## src/rtl/tvsel_pkg.sv

```systemverilog
package tvsel_pkg;
   localparam int SRC_W  = 3;
   localparam int SEL_W  = 2;
   localparam int MODE_W = 2;

   typedef enum logic [SRC_W-1:0] {
      SRC_MUTE  = 3'd0,
      SRC_LEFT  = 3'd1,
      SRC_RIGHT = 3'd2,
      SRC_SUM   = 3'd3,
      SRC_SAP   = 3'd4
   } src_t;

   typedef enum logic [SEL_W-1:0] {
      SEL_STEREO = 2'b00,
      SEL_SAP    = 2'b01,
      SEL_BOTH   = 2'b10,
      SEL_MUTE   = 2'b11
   } sel_t;

   typedef enum logic [MODE_W-1:0] {
      MD_MONO  = 2'b00,
      MD_SAP   = 2'b01,
      MD_ST    = 2'b10,
      MD_STSAP = 2'b11
   } mode_t;

   typedef struct packed {
      src_t  lsrc;
      src_t  rsrc;
      mode_t mode;
   } route_t;

   localparam int ROUTE_W = $bits(route_t);
endpackage

```

## src/rtl/tvsel_decode.sv

```systemverilog
module tvsel_decode
   import tvsel_pkg::*;
(
   input  logic               pilot,
   input  logic               sap,
   input  logic [SEL_W-1:0]   sel,
   input  logic               mono,
   output route_t             route
);
   sel_t sel_e;
   assign sel_e = sel_t'(sel);

   always_comb begin
      route = '{lsrc: SRC_SUM, rsrc: SRC_SUM, mode: MD_MONO};
      if (sel_e == SEL_MUTE) begin
         route = '{lsrc: SRC_MUTE, rsrc: SRC_MUTE, mode: MD_MONO};
      end else if (!mono) begin
         case (sel_e)
            SEL_STEREO: begin
               if (pilot) route = '{lsrc: SRC_LEFT, rsrc: SRC_RIGHT, mode: MD_ST};
            end
            SEL_SAP: begin
               if (sap) route = '{lsrc: SRC_SAP, rsrc: SRC_SAP, mode: MD_SAP};
            end
            SEL_BOTH: begin
               if (sap)
                  route = '{lsrc: SRC_SUM, rsrc: SRC_SAP,
                            mode: (pilot ? MD_STSAP : MD_SAP)};
               else if (pilot)
                  route = '{lsrc: SRC_LEFT, rsrc: SRC_RIGHT, mode: MD_ST};
            end
            default: ;
         endcase
      end
   end
endmodule

```

## src/rtl/tvsel_stage.sv

```systemverilog
module tvsel_stage #(
   parameter int             W     = 8,
   parameter logic [W-1:0]   RST_V = '0
) (
   input  logic          clk,
   input  logic          rst_n,
   input  logic [W-1:0]  d,
   output logic [W-1:0]  q
);
   generate
      if (W < 1) begin : g_bad_w
         $error("tvsel_stage: W must be at least 1");
      end
   endgenerate

   always_ff @(posedge clk) begin
      if (!rst_n) q <= RST_V;
      else        q <= d;
   end
endmodule

```

## src/rtl/tv_audio_mode_sel.sv

```systemverilog
module tv_audio_mode_sel
   import tvsel_pkg::*;
#(
   parameter int STAT_W = 8
) (
   input  logic              clk,
   input  logic              rst_n,
   input  logic              pilot_seen,
   input  logic              sap_seen,
   input  logic [1:0]        svc_sel,
   input  logic              mono_force,
   output logic [2:0]        left_src,
   output logic [2:0]        right_src,
   output logic [1:0]        mode_ind,
   output logic [STAT_W-1:0] stat_byte
);
   localparam route_t ROUTE_RST = '{lsrc: SRC_MUTE, rsrc: SRC_MUTE, mode: MD_MONO};

   generate
      if (STAT_W < 2) begin : g_bad_stat
         $error("tv_audio_mode_sel: STAT_W must hold both flags");
      end
   endgenerate

   route_t                 route_d;
   logic [ROUTE_W-1:0]     route_q;
   logic [STAT_W-1:0]      stat_d;

   tvsel_decode u_dec (
      .pilot (pilot_seen),
      .sap   (sap_seen),
      .sel   (svc_sel),
      .mono  (mono_force),
      .route (route_d)
   );

   tvsel_stage #(.W(ROUTE_W), .RST_V(ROUTE_RST)) u_route_q (
      .clk (clk), .rst_n (rst_n), .d (route_d), .q (route_q)
   );

   generate
      if (STAT_W > 2) begin : g_stat_pad
         assign stat_d = {pilot_seen, sap_seen, {(STAT_W-2){1'b0}}};
      end else begin : g_stat_bare
         assign stat_d = {pilot_seen, sap_seen};
      end
   endgenerate

   tvsel_stage #(.W(STAT_W), .RST_V('0)) u_stat_q (
      .clk (clk), .rst_n (rst_n), .d (stat_d), .q (stat_byte)
   );

   route_t route_o;
   assign route_o   = route_t'(route_q);
   assign left_src  = route_o.lsrc;
   assign right_src = route_o.rsrc;
   assign mode_ind  = route_o.mode;
endmodule

```

## config.mk

```make
export PLATFORM = sky130hd
export DESIGN_NAME = tv_audio_mode_sel
export DESIGN_NICKNAME = d
export VERILOG_FILES = /design/src/rtl/tvsel_pkg.sv /design/src/rtl/tvsel_decode.sv /design/src/rtl/tvsel_stage.sv /design/src/rtl/tv_audio_mode_sel.sv
export SDC_FILE = /design/constraint.sdc
export NUM_CORES = 1
export LEC_CHECK = 0
export ABC_AREA = 1
export CAP_MARGIN = 20
export CELL_PAD_IN_SITES_DETAIL_PLACEMENT = 0
export CELL_PAD_IN_SITES_GLOBAL_PLACEMENT = 1
export CORE_UTILIZATION = 25
export DETAILED_ROUTE_END_ITERATION = 8
export PLACE_DENSITY_LB_ADDON = 0.1
export SLEW_MARGIN = 30
export SYNTH_ARGS = -nofsm -noshare
export SYNTH_HDL_FRONTEND = slang
export SYNTH_SLANG_ARGS = --single-unit
```

## constraint.sdc

```tcl
create_clock -name clk -period 1 [get_ports clk]
set_input_delay 0.2 -clock clk [delete_from_list [all_inputs] [get_ports clk]]
set_output_delay 0.2 -clock clk [all_outputs]
set_load 0.05 [all_outputs]
```

* Word level (Yosys, flattened, before mapping)
Index checks and enable logic that the tools add are counted.
Storage, ports and cells: output and inout bits 16, register bits 16, word-level logic and storage cells 17
Operators by class: reduce and logical (&&, ||, !) cells 3, multiplexer cells 6, eq/ne operators 3, bitwise gates (word level) 1
Operator list (number):
- one-hot mux 8 bit (3 select lines) | 1
- 2-to-1 mux 7 bit | 3
- 2-to-1 mux 8 bit | 1
- == test 2 bit, second input constant | 2
- OR reduction 3 bit | 1
- == test 2 x 1 -> 1 bit, second input constant | 1
- zero test 2 bit | 1
- 2-to-1 mux 2 bit | 1
- OR reduction 2 bit | 1
- NOT 1 bit | 1

* Depth between registers and ports, before layout
depth after elaboration 4, mapped depth 5

* Modules after synthesis
A second synthesis with hierarchy kept.
Unflattened totals: cell total of the unflattened synthesis 78, area, all modules 565.5 um^2
Modules (own cells, without submodules):
- tvsel_stage | instances 2, area each 225.2 um^2, seq. area each 160.2 um^2, cells an instance 25
- tvsel_decode | instances 1, area each 111.4 um^2, seq. area each 0.0 um^2, cells an instance 27
- tv_audio_mode_sel | instances 1, area each 3.8 um^2, seq. area each 0.0 um^2, cells an instance 1

* Worst setup path after synthesis
OpenSTA, ideal clock, no wires.
path kind flip-flop to output port, start point reg u_route_q.q[4], end point out right_src[2], stages on the path, launching flop included 2, buffers on the path 1, path slack -0.094 ns, arrival 0.894 ns, cells stage by stage dfxtp_1 -> buf_4
RTL lines:
- start, declared | line tvsel_stage.sv:8 | output logic [W-1:0] q
- start signal, assigned | line tvsel_stage.sv:17 | if (!rst_n) q <= RST_V;
- start signal, assigned | line tvsel_stage.sv:18 | else q <= d;
- end, declared | line tv_audio_mode_sel.sv:13 | output logic [2:0] right_src,
No word-level cell between the ends.

* Worst setup path after layout
start point reg u_route_q.q[3], end point out right_src[1]
No word-level cell between the ends.

==> results.txt <==
The buffer count from post-CTS setup fixing is 0. The number of distinct standard cells referenced by the synthesized netlist came out at 12. The end point of the critical path is right_src[1]. The all-layer global routing usage came out at 10.0%. Broken down by cell family, the worst path's largest delay share belongs to flip-flops. The starting density of the core is 28.1%.

After layout, the worst path uses 96.6% of the clock period. After detailed routing, the total wire length is 620 um. The worst path needs 0.966 ns of the cycle, external delays included. The share of final-layout standard cells stronger than drive strength 1 is 47.8%.

OpenSTA, run right after detailed placement, puts the worst setup slack at -0.229 ns. The power density over cell area came out at 1380 nW/um^2. Sequential cells account for 40.4% of the total power.

Setup repair after global routing left no endpoint under its margin. The required time at the worst-slack endpoint came out at 0.80 ns. The detail route stage leaves a number of antenna-violating nets equal to 0. The clock sink count is 9. The final net count is 77. The worst setup path is of the flop to output port kind. CTS built an H-tree with a depth of 1.

The maximum vdd ir drop is 0.872 mV. The antenna diode count is 0. The overflow left after global routing is 0.

The completed layout was analyzed and its total power is 972 uW. Internal power comes to 657 uW. The leakage power came out at 0.344 nW. The global routing usage on met2 is 14.5%. The total I/O pin count came out at 23.

The synthesized area is 384 um^2. The worst-case clock buffer depth came out at 2. The die covers 1700 um^2. The sum of negative setup slack came out at 0 ns. The largest net degree at the start of global routing came out at 6. The placed wire-length estimate is 541 um. The clock share of power came out at 28.8%. The global routing met1 resource utilization is 10.4%.

The largest incremental delay on the critical path is 0.36 ns. In this run switching power makes up 32.4% of total power. The gate count of the mapped netlist is 45.

The signal arrival time at the worst endpoint came out at 0.77 ns. The largest driver fanout on the critical path came out at 1. The total iterations of the first detailed-routing run came out at 2.

Leaving out fill and tap cells, the most frequent cell in the layout is buf_12. The classification of the worst-slack hold path is input port to flop. The flow ran to the end, and the final reports show no timing, DRC or antenna violations.

Counting flops and latches in the post-synthesis netlist gives 9. TritonCTS built the clock tree. In this run the number of cells on the critical path is 1.

At the end of routability-driven placement, the weighted congestion stood at 0.775. The analysis attributes to net switching a power of 315 uW. The placeable core area came out at 1370 um^2. The post-detailed-route wirelength per cell came out at 7.38 um. The portion of the post-synthesis area used by sequential elements came out at 46.9%.

The number of vias per cell came out at 3.85. In this run, CTS created clock tree buffers numbering 3. The via count of the first global-routing pass came out at 263.

The maximum operating frequency came out at 1.04 GHz. The die outline width came out at 41.2 um. The total number of vias came out at 323.

For this run, design rule violations remaining after detail routing come to 0. Leaving out fill and tap cells, the most frequent cells in the layout are buf_12 (10), dfxtp_1 (7). The final worst-path setup slack is 0.0342 ns. The post-CTS clock slew at the launch and capture registers of the worst setup and hold paths is 0.06 ns.

On the critical path, the stage with the largest delay is an instance of dfxtp_1. The count of routing violations after the opening detailed-route iteration is 7. The vertical die dimension came out at 41.2 um. Dividing the synthesized area by the synthesized cell count gives 8.54 um^2. Across the run, the number of max-cap violations was 0. The global routing stage identified its most utilized layer as met2. STA classifies the critical path startpoint as a flop. The tree is rooted in a clkbuf_4.

The area growth from synthesis to layout is 83.7%. Global routing consumed, on the met3 layer, 4.89% of the routing resources. The final-report setup violation count is 0.

The signal on the critical path passes through buf_12. The combinational cell fraction of total power is 30.8%. The count of final max-slew check failures is 0. The total of warnings raised by yosys is 0. The wire length of the first global-routing pass came out at 1010 um.

The number of buffers inserted by port buffering is 16. Tracing the worst setup path back leads to its startpoint at u_route_q.q[3]$_SDFF_PP0_. The endpoint kind of the worst setup timing path is an output port. The number of endpoints with negative hold slack in the final report came out at 0. The number of buffer and inverter instances along the worst setup path is 1. The initial antenna violation count is 0. After floorplanning, the core was divided into 13 placement rows.
==> synth_stat cells (all sizes together) <==
cell type / number / share of area [%]
a21oi: 4 / 9.1
buf: 7 / 14
conb: 1 / 0.98
dfxtp: 9 / 47
inv: 8 / 7.8
nand2: 8 / 9.1
nand3: 1 / 2.6
nor2: 6 / 7.2
nor3: 1 / 2.6
==> state kept, by name, indices dropped and copies added (netlist names) <==
signal       flops
u_route_q.q      7
u_stat_q.q       2
==> through the flow <==
stage	hold slack, ns	cell area [um^2]	std cells	util (%)
finish	0.487	706	84	51.6
global route	0.501	706	84	51.6
CTS	0.486	702	84	51.4
detailed placement	0.647	676	80	49.5
global placement	0.647	676	80	49.5
floorplan	0.270	404	50	-
==> area by class of cell <==
type,count,area [um^2]
fillers,141,661
repair buffers,22,305
flip-flops and latches,9,185
multi-input cells,26,140
inverters,8,30.0
clock buffers,4,26.3
well taps,15,18.8
==> what timing repair did <==
| action | CTS | global route |
|---|---|---|
| hold buffers | 0 | 0 |
| resized for setup | 0 | 2 |
| setup endpoints to repair | 0 | 3 |
==> logic make-up after synthesis <==
kind of cell,after synthesis,synth area share (%)
AND/OR/NAND/NOR,16,21.5
flip-flops,9,46.9
AO/OA/AOI/OAI,4,9.12
buffers and inverters,15,21.5
other,1,0.976
==> worst min-delay path: cells and delay by family <==
kind	cells	cell delay [ns]
buffers and inverters	2	0.45
AND/OR/NAND/NOR	1	0.06
==> routing by layer <==
metal  wire length (um)  vias up
met2                268       22
li1                   -      170
met3                 74        4
met1                260      127
met4                 17        0
met5                  0        -
==> power groups by stage <==
stage,clock network (mW),registers (mW),logic (mW)
floorplan,0,0.460,0.115
global placement,0,0.402,0.301
detailed placement,0,0.404,0.300
CTS,0.289,0.395,0.301
global route,0.313,0.394,0.314
finish,0.280,0.393,0.299
==> how the worst min path moves through the flow <==
stage,slack (ns),endpoint,depth (start not counted),from
2_1_floorplan,0.27,u_route_q.q[1]$_SDFF_PP0_,1,mono_force
3_3_place_gp,0.65,right_src[1],1,u_route_q.q[3]$_SDFF_PP0_
3_5_place_dp,0.65,stat_byte[6],1,u_stat_q.q[6]$_SDFF_PN0_
4_1_cts,0.49,u_stat_q.q[7]$_SDFF_PN0_,3,pilot_seen
5_1_grt,0.50,u_stat_q.q[7]$_SDFF_PN0_,3,pilot_seen
6_report,0.49,u_stat_q.q[7]$_SDFF_PN0_,3,pilot_seen
Power figures use the tool's default switching activity.
